## src/rtl/ext_bus_arbiter.sv

```systemverilog
module ext_bus_arbiter #(
  parameter int NREQ  = 2,
  parameter int NCE   = 4,
  parameter int ROWW  = 4,
  parameter int BURST = 4,
  parameter int PW    = 10,
  localparam int CEW  = (NCE > 1) ? $clog2(NCE) : 1,
  localparam int IW   = (NREQ > 1) ? $clog2(NREQ) : 1,
  localparam int BW   = $clog2(BURST + 1)
) (
  input  logic                 clk,
  input  logic                 rst_n,
  input  logic [NREQ-1:0]      req,
  input  logic [NREQ*CEW-1:0]  req_ce,
  input  logic [NREQ*ROWW-1:0] req_row,
  input  logic                 mode_req,
  input  logic                 hold_req,
  input  logic                 hold_mask,
  input  logic [PW-1:0]        ref_period,
  output logic [NREQ-1:0]      gnt,
  output logic [2:0]           cmd,
  output logic [CEW-1:0]       cmd_ce,
  output logic [ROWW-1:0]      cmd_row,
  output logic                 hold_ack
);
  localparam logic [2:0] C_NOP = 3'd0, C_ACT = 3'd1, C_RW = 3'd2,
                         C_DCA = 3'd3, C_REF = 3'd4, C_MRS = 3'd5;
  localparam logic [1:0] S_RUN = 2'd0, S_SEQ = 2'd1, S_HOLD = 2'd2;

  logic [1:0]      st;
  logic [PW-1:0]   cnt;
  logic            pend, urg, mpend, go_mrs, own_v;
  logic [IW-1:0]   own, pick, sel;
  logic [BW-1:0]   beat, base;
  logic [NCE-1:0]  pg_v;
  logic [ROWW-1:0] pg_row [NCE];

  logic [PW:0]     nxt;
  logic [NREQ-1:0] hmask;
  logic            tick, own_act, want_hold, burst_done, higher, keep, any, hit, start_seq;
  logic [CEW-1:0]  sce;
  logic [ROWW-1:0] srow;

  assign nxt        = {1'b0, cnt} + 1'b1;
  assign tick       = nxt >= {1'b0, ref_period};
  assign own_act    = own_v & req[own];
  assign want_hold  = hold_req & ~hold_mask;
  assign burst_done = beat >= BW'(BURST);
  assign hmask      = (NREQ'(1) << own) - NREQ'(1);
  assign higher     = |(req & hmask);
  assign keep       = own_act & ~(burst_done & higher);
  assign sel        = keep ? own : pick;
  assign any        = keep | (|req);
  assign sce        = req_ce[int'(sel)*CEW +: CEW];
  assign srow       = req_row[int'(sel)*ROWW +: ROWW];
  assign hit        = pg_v[sce] && (pg_row[sce] == srow);
  assign start_seq  = urg | (~own_act & (pend | want_hold | mpend));
  assign base       = (keep && !burst_done) ? beat : '0;

  always_comb begin
    pick = '0;
    for (int i = NREQ - 1; i >= 0; i--)
      if (req[i]) pick = IW'(i);
  end

  wire ref_now = (st == S_SEQ) && !go_mrs;
  wire mrs_now = (st == S_SEQ) && go_mrs;

  always_ff @(posedge clk or negedge rst_n) begin
    if (!rst_n) begin
      st <= S_RUN; cnt <= '0; pend <= 1'b0; urg <= 1'b0; mpend <= 1'b0;
      go_mrs <= 1'b0; own_v <= 1'b0; own <= '0; beat <= '0; pg_v <= '0;
      for (int i = 0; i < NCE; i++) pg_row[i] <= '0;
      gnt <= '0; cmd <= C_NOP; cmd_ce <= '0; cmd_row <= '0; hold_ack <= 1'b0;
    end else begin
      if (ref_now || tick) cnt <= '0;
      else                 cnt <= nxt[PW-1:0];
      if (ref_now) begin
        pend <= 1'b0; urg <= 1'b0;
      end else if (tick) begin
        pend <= 1'b1; urg <= urg | pend;
      end
      if (mrs_now)  mpend <= 1'b0;
      if (mode_req) mpend <= 1'b1;

      cmd <= C_NOP;
      gnt <= '0;
      case (st)
        S_RUN: begin
          if (start_seq) begin
            cmd    <= C_DCA;
            pg_v   <= '0;
            own_v  <= 1'b0;
            st     <= S_SEQ;
            go_mrs <= ~urg & ~pend & ~want_hold & mpend;
          end else if (any) begin
            gnt     <= NREQ'(1) << sel;
            own     <= sel;
            own_v   <= 1'b1;
            cmd_ce  <= sce;
            cmd_row <= srow;
            if (hit) begin
              cmd  <= C_RW;
              beat <= base + 1'b1;
            end else begin
              cmd         <= C_ACT;
              beat        <= base;
              pg_v[sce]   <= 1'b1;
              pg_row[sce] <= srow;
            end
          end else begin
            own_v <= 1'b0;
          end
        end
        S_SEQ: begin
          cmd <= go_mrs ? C_MRS : C_REF;
          if (!go_mrs && want_hold) begin
            st <= S_HOLD; hold_ack <= 1'b1;
          end else begin
            st <= S_RUN;
          end
        end
        default: begin
          if (!hold_req) begin
            st <= S_RUN; hold_ack <= 1'b0;
          end
        end
      endcase
    end
  end
endmodule

```

## config.mk

```make
export PLATFORM = sky130hd
export DESIGN_NAME = ext_bus_arbiter
export DESIGN_NICKNAME = d
export VERILOG_FILES = /design/src/rtl/ext_bus_arbiter.sv
export SDC_FILE = /design/constraint.sdc
export NUM_CORES = 1
export LEC_CHECK = 0
export BUFFER_PORTS_ARGS = -buffer_cell sky130_fd_sc_hd__buf_2
export CORE_MARGIN = 5
export CORE_UTILIZATION = 40
export DETAILED_ROUTE_END_ITERATION = 7
export PLACE_DENSITY = 0.56
export SLEW_MARGIN = 20
export SYNTH_ARGS = -nofsm -noshare
export SYNTH_HDL_FRONTEND = slang
export SYNTH_SLANG_ARGS = --single-unit
```

## constraint.sdc

```tcl
create_clock -name clk -period 3.3 [get_ports clk]
set_clock_uncertainty 0.05 [all_clocks]
set_input_delay 0.165 -clock clk [delete_from_list [all_inputs] [get_ports clk]]
set_output_delay 0.165 -clock clk [all_outputs]
set_load 0.01 [all_outputs]
```

==> results of run 1 <==
[per-layer routing]
layer  vias to the layer above  track usage
met5                         -            0
met4                         0       0.0491
met3                         7       0.0248
met2                        86        0.256
met1                      1104        0.208
li1                       1182            -
[kinds of logic after synthesis]
| group | synth area share |
|---|---|
| AOI/OAI and AO/OA | 0.205 |
| xor gates and xnor gates | 0.0351 |
| adders and majority gates | 0.0502 |
| buffers and inverters | 0.0506 |
| DFF | 0.443 |
| muxes | 0.0569 |
| and+or+nand+nor | 0.159 |
[sequential cells by signal (all words and copies together), names as in the netlist, 2 cells and up]
signal	flops
cmd	3
cmd_ce	2
st	2
cmd_row	4
pg_v	4
gnt	2
beat	3
pg_row	16
cnt	10
[cell type report]
| type | count | area, sq um |
|---|---|---|
| clock buffer | 5 | 68.8 |
| clock inverter | 2 | 35.0 |
| fill | 702 | 3750 |
| inverter | 19 | 71.3 |
| multi-input combinational | 210 | 1520 |
| sequential | 53 | 1330 |
| tap | 99 | 124 |
| timing repair buffer | 60 | 363 |
[report_power, final]
part	total, W	switching [W]	leakage, nW	internal, W
logic	0.000951	0.000502	1.05	0.000449
registers	0.00105	0.000164	0.660	0.000884
clock network	0.000431	0.000210	0.0540	0.000221
[stage by stage]
step	power (W)	cells	hold WS (ns)	setup WS, ns	util
2_1_floorplan	0.00169	295	-0.181	0.410	-
3_5_place_dp	0.00200	434	0.297	0.00603	0.460
4_1_cts	0.00244	443	0.0417	0.0323	0.477
6_report	0.00243	448	0.0449	0.126	0.483
5_1_grt	0.00263	448	0.0661	-0.00687	0.483
3_3_place_gp	0.00199	434	0.284	0.0843	0.460
[placed cells by master, fill, tap and decap left out, types with 10 or more instances in the layout]
master | Yosys | layout
a21o_1 | 10 | 10
buf_2 | 1 | 40
buf_4 | 2 | 17
dfrtp_1 | 53 | 53
ha_1 | 12 | 12
inv_1 | 19 | 19
nand2_1 | 35 | 35
nand2b_1 | 10 | 10
nand3_1 | 10 | 10
nor2_1 | 14 | 14
nor2b_1 | 10 | 10
o21ai_0 | 12 | 12
o32a_1 | 16 | 16
[final timing paths]
| check | start | endpoint | slack [ns] | cells after the start |
|---|---|---|---|---|
| hold reg to reg | cmd_ce[1]$_DFFE_PN0P_ | cmd_ce[1]$_DFFE_PN0P_ | 0.43 | 2 |
| max in group asynchronous | rst_n | urg$_DFFE_PN0P_ | 2.04 | 3 |
| min in group asynchronous | rst_n | own$_DFFE_PN0P_ | 0.45 | 2 |
| hold / removal | hold_req | st[0]$_DFFE_PN0P_ | 0.04 | 3 |
| setup reg to reg | beat[2]$_DFFE_PN0P_ | pg_row[0]$_DFFE_PN0P_ | 0.13 | 10 |
| setup / recovery | beat[2]$_DFFE_PN0P_ | pg_row[0]$_DFFE_PN0P_ | 0.13 | 10 |
[repair_timing]
item                       4_1_cts  5_1_grt
hold buffers                     2        0
gates resized for setup          1        1
setup endpoints to repair       16       16
setup buffers                    0        5
hold endpoints to repair        40        0
[tightest hold or removal path, stage by stage]
cell and delay, ns:
buf_2 0.09, nand3_1 0.06, nand2_1 0.06
==> results.json, run 1 <==
{
  "wl_met3_um": 441,
  "yosys-top-cells-area": "dfrtp_1 (44%), o32a_1 (5.4%), ha_1 (5.0%), nand2_1 (4.4%), mux2i_1 (2.7%)",
  "wl_met2_mm": 3.02,
  "grt_overflow": 0,
  "syn_area_per_cell_sq_um": 10.1,
  "ys.flop_type": "dfrtp_1",
  "first_global_vias": 2334,
  "cellPowerDensity_nw_per_um2": 693,
  "rows": 31,
  "numCtsBuffers": 5,
  "grt_pass1_wl_mm": 11.1,
  "min_path_type": "in2reg",
  "async_reset_ff_frac": 1.00,
  "wl_per_cell_um": 14.9,
  "start_util": 0.413,
  "antennaDiodeCount": 0,
  "path_cells": "and4b_4 > or2_1 > mux2i_4 > mux4_2 > xnor2_1 > a2111oi_2 > buf_4 > and2_1 > buf_4 > o32a_1",
  "drt_wl_total_mm": 6.69,
  "core_sq_um": 7250,
  "cts_root_buf": "clkbuf_8",
  "drv_cap": 0,
  "grt_use_total": 0.155,
  "yosys.area.top_type_share": 0.443,
  "clockBufferDepth": 2,
  "min_period_ns": 3.17,
  "setup_viol_count_final": 0,
  "drt_drc_violations_left": 0,
  "synthCells": 295,
  "cpMostUsedCell": "buf_4",
  "syn-num-nets": 336,
  "worst_pin_slew_ns": 0.881,
  "crit_required_ns": 3.49,
  "postRouteAntennaNets": 0,
  "layout-drive-gt1-share": 0.215,
  "die_x_um": 96.5,
  "yosysWarnings": 0,
  "crit_arrival_ns": 3.36,
  "final_nets": 390,
  "chipHeight_um": 96.5,
  "ys_types": 47,
  "slew_headroom": 0.413,
  "path_max_fanout": 16,
  "endpoint_kind": "flop",
  "clkLatencyLatePin_ns": 0.31,
  "fmaxAchievable_mhz": 315,
  "pin_count": 41,
  "criticalPathCategory": "reg2reg",
  "via_per_inst": 5.31,
  "synth_common_cells": "dfrtp_1 (53), nand2_1 (35), inv_1 (19)",
  "cp_num_buf_inv": 2,
  "dieArea_sq_um": 9310,
  "hpwl_mm": 5.07,
  "grt_antenna_before_repair": 0,
  "top_layer": "met4",
  "drtPass1Iterations": 5,
  "tns_ns": 0,
  "dr_total_vias": 2379,
  "wl_met1_mm": 3.13,
  "cp_top_family": "multiplexers",
  "grt_max_degree": 41,
  "place_congestion": 0.829,
  "port_buffers": 40,
  "cts_tree": "built",
  "worst_path_largest_cell_delay_ns": 0.55,
  "clk_pin_slew_worst_paths_ns": 0.10,
  "finalMaxSlewViolations": 0,
  "min_period_over_period": 0.962,
  "seq_area_frac_synth": 0.443,
  "yosysTopAreaCell": "dfrtp_1",
  "area_delta_synth_final_pct": 17.1,
  "leakage_nw": 1.77,
  "yosys_register_bits": 53,
  "outcome": "finished, final reports clean",
  "synth_area_sq_um": 2990,
  "place_area_sq_um": 3330,
  "drtIter0Drc": 169,
  "final_area_sq_um": 3500,
  "slowest_stage": "mux4_2",
  "startpoint_type": "flop",
  "hold_viol": 0,
  "post-synth-top-count-cell": "dfrtp_1",
  "htree_levels": 2,
  "ir_drop_v": 0.000274,
  "cts_sinks": 53,
  "synth_edf_count": 0
}
No activity file was read; power rests on OpenSTA's default activity.
==> run 2: changes to the inputs <==
==> constraint.sdc (replaced) <==
create_clock -name clk -period 3.5 [get_ports clk]
set_clock_uncertainty 0.05 [all_clocks]
set_input_delay 0.175 -clock clk [delete_from_list [all_inputs] [get_ports clk]]
set_output_delay 0.175 -clock clk [all_outputs]
set_load 0.01 [all_outputs]
==> run 2 against run 1 <==
Effect of this change:
- power shrank 5.3%
- clock power is 5.1% lower
- maximum frequency shrank 5.7%
- global-route usage increased by 0.28 points
- die area unchanged
- critical path depth is 1 higher
- first-iteration DRC count decreased by 12%
- flip-flop and latch count did not move
- critical path type unchanged
- register-to-register slack about the same
- cell count fell by 0.89%
- highest routed layer unchanged
- largest power group unchanged
- sequential power is 6% lower
- via count fell by 0.42%
==> results.json, run 2 (same netlist as run 1, synthesis figures left out) <==
{
  "cellPowerDensity_nw_per_um2": 661,
  "hold_viol": 0,
  "min_period_ns": 3.36,
  "drt_wl_total_mm": 6.63,
  "min_path_type": "in2reg",
  "rows": 31,
  "critical_path.startpoint": "beat[2]$_DFFE_PN0P_",
  "setup_ws_ns": 0.136,
  "multiInputGateArea_sq_um": 1530,
  "rr_worst_depth": 11,
  "numCtsBuffers": 5,
  "top_layer": "met4",
  "final_nets": 385,
  "cts_tree": "built",
  "start_util": 0.413,
  "first_global_vias": 2367,
  "core_sq_um": 7250,
  "clockBufferDepth": 2,
  "drtPass1Iterations": 4,
  "grt_max_degree": 54,
  "wl_per_cell_um": 14.9,
  "clkLatencyLatePin_ns": 0.31,
  "wl_met1_mm": 3.11,
  "internal_power_w": 0.00147,
  "worst_path_largest_cell_delay_ns": 0.44,
  "fmaxAchievable_mhz": 297,
  "leakage_nw": 1.74,
  "r2r_end": "pg_row[1]$_DFFE_PN0P_",
  "hpwl_mm": 5.05,
  "swShare": 0.359,
  "drt_drc_violations_left": 0,
  "dp_slack_ns": 0.0322,
  "largest_reg_flops": 16,
  "top_regs": "pg_row x16, cnt x10",
  "cts_root_buf": "clkbuf_8",
  "path_max_fanout": 21,
  "criticalPathCategory": "reg2reg",
  "crit_end": "pg_row[1]$_DFFE_PN0P_",
  "cts_sinks": 53,
  "layout-drive-gt1-share": 0.203,
  "chipHeight_um": 96.5,
  "place_congestion": 0.806,
  "crit_required_ns": 3.64,
  "antennaDiodeCount": 0,
  "final_common_cell": "dfrtp_1",
  "slew_headroom": 0.492,
  "drtIter0Drc": 149,
  "endpoint_kind": "flop",
  "via_per_inst": 5.34,
  "cp.depth": 11,
  "htree_levels": 2,
  "area_delta_synth_final_pct": 16.3,
  "finalMaxSlewViolations": 0,
  "wl_met2_mm": 3.10,
  "postRouteAntennaNets": 0,
  "drv_cap": 0,
  "path_cells": "and4b_4 > or2_1 > buf_6 > mux2i_4 > buf_4 > mux2i_1 > xnor2_1 > nor2_1 > and2_1 > buf_4 > o32a_1",
  "ir_drop_v": 0.000239,
  "cp_num_buf_inv": 3,
  "die_x_um": 96.5,
  "switchingPower_w": 0.000827,
  "worst_pin_slew_ns": 0.759,
  "combPwrFrac": 0.392,
  "pwr-share-seq": 0.430,
  "crit_arrival_ns": 3.50,
  "port_buffers": 40,
  "grt_antenna_before_repair": 0,
  "dr_total_vias": 2369,
  "startpoint_type": "flop",
  "slowest_stage": "and4b_4",
  "cpMostUsedCell": "buf_4",
  "top_register": "pg_row",
  "layout_common_cells": "dfrtp_1 (53), buf_2 (40), nand2_1 (35)",
  "dieArea_sq_um": 9310,
  "final.fill_count": 716,
  "clk_pin_slew_worst_paths_ns": 0.10,
  "tns_ns": 0,
  "grt_overflow": 0,
  "grt_setup_unrepaired": "no",
  "grt_pass1_wl_mm": 11.4,
  "cp_top_family": "simple AND/OR/NAND/NOR gates",
  "ff_latch_area_sq_um": 1330,
  "wl_met3_um": 346,
  "grt_use_total": 0.157,
  "setup_viol_count_final": 0,
  "outcome": "finished, final reports clean",
  "p_clk_frac": 0.178,
  "min_period_over_period": 0.961,
  "r2r-start": "beat[2]$_DFFE_PN0P_",
  "pin_count": 41,
  "worst-r2r-setup-slack_ns": 0.14
}
-- run 2: timing repair --
action / in CTS / in global routing
endpoints found under the hold margin: 54 / 0
cloned: 0 / 0
buffers inserted: 0 / 0
endpoints found under the setup margin: 1 / 16
hold buffers: 2 / 0
gates resized for setup: 1 / 1
pin swaps: 0 / 1
-- run 2: metrics by stage --
| stage | cell area, sq um | std cells | hold WS (ns) | power, W | util |
|---|---|---|---|---|---|
| floorplan | 2990 | 295 | -0.171 | 0.00160 | - |
| global placement | 3330 | 434 | 0.289 | 0.00189 | 0.460 |
| detailed placement | 3330 | 434 | 0.292 | 0.00190 | 0.460 |
| CTS | 3480 | 444 | 0.0457 | 0.00234 | 0.480 |
| global route | 3480 | 444 | 0.0460 | 0.00250 | 0.480 |
| finish | 3480 | 444 | 0.0519 | 0.00230 | 0.480 |
-- run 2: power by group through the flow --
stage / sequential [W] / combinational (W) / clock (W)
global route: 0.00102 / 0.00103 / 0.000451
global placement: 0.000999 / 0.000889 / 0
CTS: 0.000990 / 0.000917 / 0.000428
detailed placement: 0.00100 / 0.000899 / 0
floorplan: 0.000985 / 0.000612 / 0
finish: 0.000990 / 0.000902 / 0.000409
-- run 2: per-layer routing --
metal | vias to the layer above | global-route usage
met1 | 1125 | 0.219
li1 | 1179 | -
met2 | 59 | 0.251
met4 | 0 | 0.0456
met5 | - | 0
met3 | 6 | 0.0279
-- run 2: area by class of cell --
class | count | share of cell area
Inverter | 19 | 0.0205
Tap cell | 99 | 0.0356
Clock buffer | 6 | 0.0208
Sequential cell | 53 | 0.381
Clock inverter | 2 | 0.0111
Timing Repair Buffer | 55 | 0.0923
Multi-Input combinational cell | 210 | 0.439
-- run 2: worst register-to-register path, delay by kind of cell (launching register included) --
family / cells / cell delay [ns]
simple gates: 4 / 1.05
xor+xnor: 1 / 0.21
compound gates: 1 / 0.36
flops: 1 / 0.40
mux: 2 / 0.56
buf+inv: 3 / 0.61
-- run 2: worst min path at each step --
stage          startpoint                   to  cells after the start
3_3_place_gp        rst_n    own_v$_DFFE_PN0P_                      2
6_report         hold_req    st[0]$_DFFE_PN0P_                      3
3_5_place_dp        rst_n    own_v$_DFFE_PN0P_                      2
2_1_floorplan       rst_n  beat[0]$_DFFE_PN0P_                      0
5_1_grt          hold_req    st[0]$_DFFE_PN0P_                      3
4_1_cts          hold_req    st[0]$_DFFE_PN0P_                      3
==> run 3: changes to the inputs <==
==> constraint.sdc (replaced) <==
create_clock -name clk -period 3.5 [get_ports clk]
set_clock_uncertainty 0.05 [all_clocks]
set_input_delay 0.525 -clock clk [delete_from_list [all_inputs] [get_ports clk]]
set_output_delay 0.525 -clock clk [all_outputs]
set_load 0.01 [all_outputs]
==> run 3 against run 2 <==
Effect of this change:
- register-to-register slack better by 0.12 ns
- routed wire length is 1.2% higher
- worst hold slack better by 0.21 ns
- critical endpoint is now pg_row[7]$_DFFE_PN0P_
- die area stayed put
- maximum frequency is 3.6% higher
- sequential power hardly changed
- highest routed layer unchanged
- non-clock buffer count is 1 higher
- sequential share of layout area is 0.32 points higher
- combinational power is 2.4% lower
==> results.json, run 3 (same netlist as run 1, synthesis figures left out) <==
{
  "pin_count": 41,
  "grt_use_total": 0.154,
  "htree_levels": 2,
  "min_period_over_period": 0.928,
  "rows": 31,
  "drtPass1Iterations": 4,
  "ff_latch_area_sq_um": 1330,
  "largest_reg_flops": 16,
  "cts_sinks": 53,
  "path_cells": "and4b_4 > or2_1 > buf_4 > mux2i_4 > mux4_2 > xnor2_1 > a2111oi_2 > and2_1 > buf_12 > o32a_1",
  "drtIter0Drc": 118,
  "place_inst": 437,
  "grt_pass1_wl_mm": 11.1,
  "dp_slack_ns": 0.0945,
  "grt_antenna_before_repair": 0,
  "setup_ws_ns": 0.253,
  "fin_cells": 445,
  "ctsHoldBuffers": 0,
  "top_register": "pg_row",
  "die_x_um": 96.5,
  "multiInputGateArea_sq_um": 1520,
  "drt_drc_violations_left": 0,
  "final_nets": 386,
  "crit_required_ns": 3.69,
  "leakage_nw": 1.73,
  "tns_ns": 0,
  "hold_viol": 0,
  "cp_num_buf_inv": 2,
  "first_global_vias": 2301,
  "grt_overflow": 0,
  "endpoint_kind": "flop",
  "slew_headroom": 0.439,
  "place_congestion": 0.817,
  "final.fill_count": 710,
  "finalMaxSlewViolations": 0,
  "layout_common_cells": "dfrtp_1 (53), buf_2 (40), nand2_1 (35)",
  "layout-drive-gt1-share": 0.208,
  "clkLatencyLatePin_ns": 0.30,
  "antennaDiodeCount": 0,
  "port_buffers": 40,
  "clockBufferDepth": 2,
  "start_util": 0.413,
  "grt_setup_unrepaired": "no",
  "cts_tree": "built",
  "startpoint_type": "flop",
  "final_common_cell": "dfrtp_1",
  "crit_arrival_ns": 3.44,
  "fmaxAchievable_mhz": 308,
  "criticalPathCategory": "reg2reg",
  "postRouteAntennaNets": 0,
  "min_period_ns": 3.25,
  "ir_drop_v": 0.000258,
  "area_delta_synth_final_pct": 15.4,
  "worst_pin_slew_ns": 0.842,
  "dieArea_sq_um": 9310,
  "grt_max_degree": 39,
  "r2r_end": "pg_row[7]$_DFFE_PN0P_",
  "cts_root_buf": "clkbuf_8",
  "cellPowerDensity_nw_per_um2": 639,
  "slowest_stage": "a2111oi_2",
  "outcome": "finished, final reports clean",
  "rr_worst_depth": 10,
  "core_sq_um": 7250,
  "place_area_sq_um": 3370,
  "cts-resized-gates": 0,
  "worst_hold_slack_ns": 0.263,
  "worst_path_largest_cell_delay_ns": 0.50,
  "path_max_fanout": 21,
  "setup_viol_count_final": 0,
  "via_per_inst": 5.44,
  "cp_top_family": "simple AND/OR/NAND/NOR gates",
  "drv_cap": 0,
  "post-cts-setup-buffer-count": 0,
  "wl_per_cell_um": 15.1,
  "numCtsBuffers": 5,
  "dr_total_vias": 2421,
  "chipHeight_um": 96.5,
  "hpwl_mm": 5.25,
  "final_area_sq_um": 3450,
  "min_path_type": "in2async",
  "clk_pin_slew_worst_paths_ns": 0.09,
  "r2r-start": "beat[2]$_DFFE_PN0P_",
  "drt_wl_total_mm": 6.71,
  "worst-r2r-setup-slack_ns": 0.25,
  "top_regs": "pg_row x16, cnt x10"
}
==> run 3: worst reg2reg max path, cell delays in order, from the launching register on <==
cell and delay (ns):
dfrtp_1 0.40, and4b_4 0.32, or2_1 0.18, buf_4 0.31, mux2i_4 0.29, mux4_2 0.33, xnor2_1 0.15, a2111oi_2 0.50
and2_1 0.32, buf_12 0.17, o32a_1 0.16
==> run 3: layout make-up <==
type                    count  share of cell area
multi-input cells         210               0.439
flip-flops and latches     53               0.384
repair buffers             56              0.0964
well taps                  99              0.0359
clock buffers               7              0.0221
inverters                  19              0.0207
clock inverters             1             0.00217
==> run 3: metal layers <==
layer	track usage	routed length [um]	vias to the layer above
met5	0	0	-
met4	0.0456	80	0
met3	0.0294	441	5
met2	0.257	3190	56
met1	0.202	3000	1181
li1	-	-	1179
==> run 3: stage by stage <==
stage	utilization	total power (W)
floorplan	-	0.00160
global placement	0.465	0.00188
detailed placement	0.465	0.00190
CTS	0.476	0.00224
global route	0.476	0.00239
finish	0.476	0.00221
==> run 3: worst max path at each step <==
stage                        endpoint                start  slack (ns)  depth (start not counted)
2_1_floorplan   pg_row[3]$_DFFE_PN0P_               req[1]        0.52                         11
3_3_place_gp   pg_row[12]$_DFFE_PN0P_               req[1]        0.18                         11
3_5_place_dp    pg_row[5]$_DFFE_PN0P_               req[1]        0.09                         11
4_1_cts         pg_row[5]$_DFFE_PN0P_  beat[2]$_DFFE_PN0P_        0.24                         10
5_1_grt         pg_row[2]$_DFFE_PN0P_  beat[2]$_DFFE_PN0P_        0.06                         10
6_report        pg_row[7]$_DFFE_PN0P_  beat[2]$_DFFE_PN0P_        0.25                         10
==> run 3: power by group <==
group	switching (W)	internal, W	leakage [nW]	total, W
clock network	0.000193	0.000142	0.0385	0.000335
logic	0.000471	0.000410	1.04	0.000880
registers	0.000158	0.000833	0.660	0.000991
total	0.000822	0.00138	1.73	0.00221
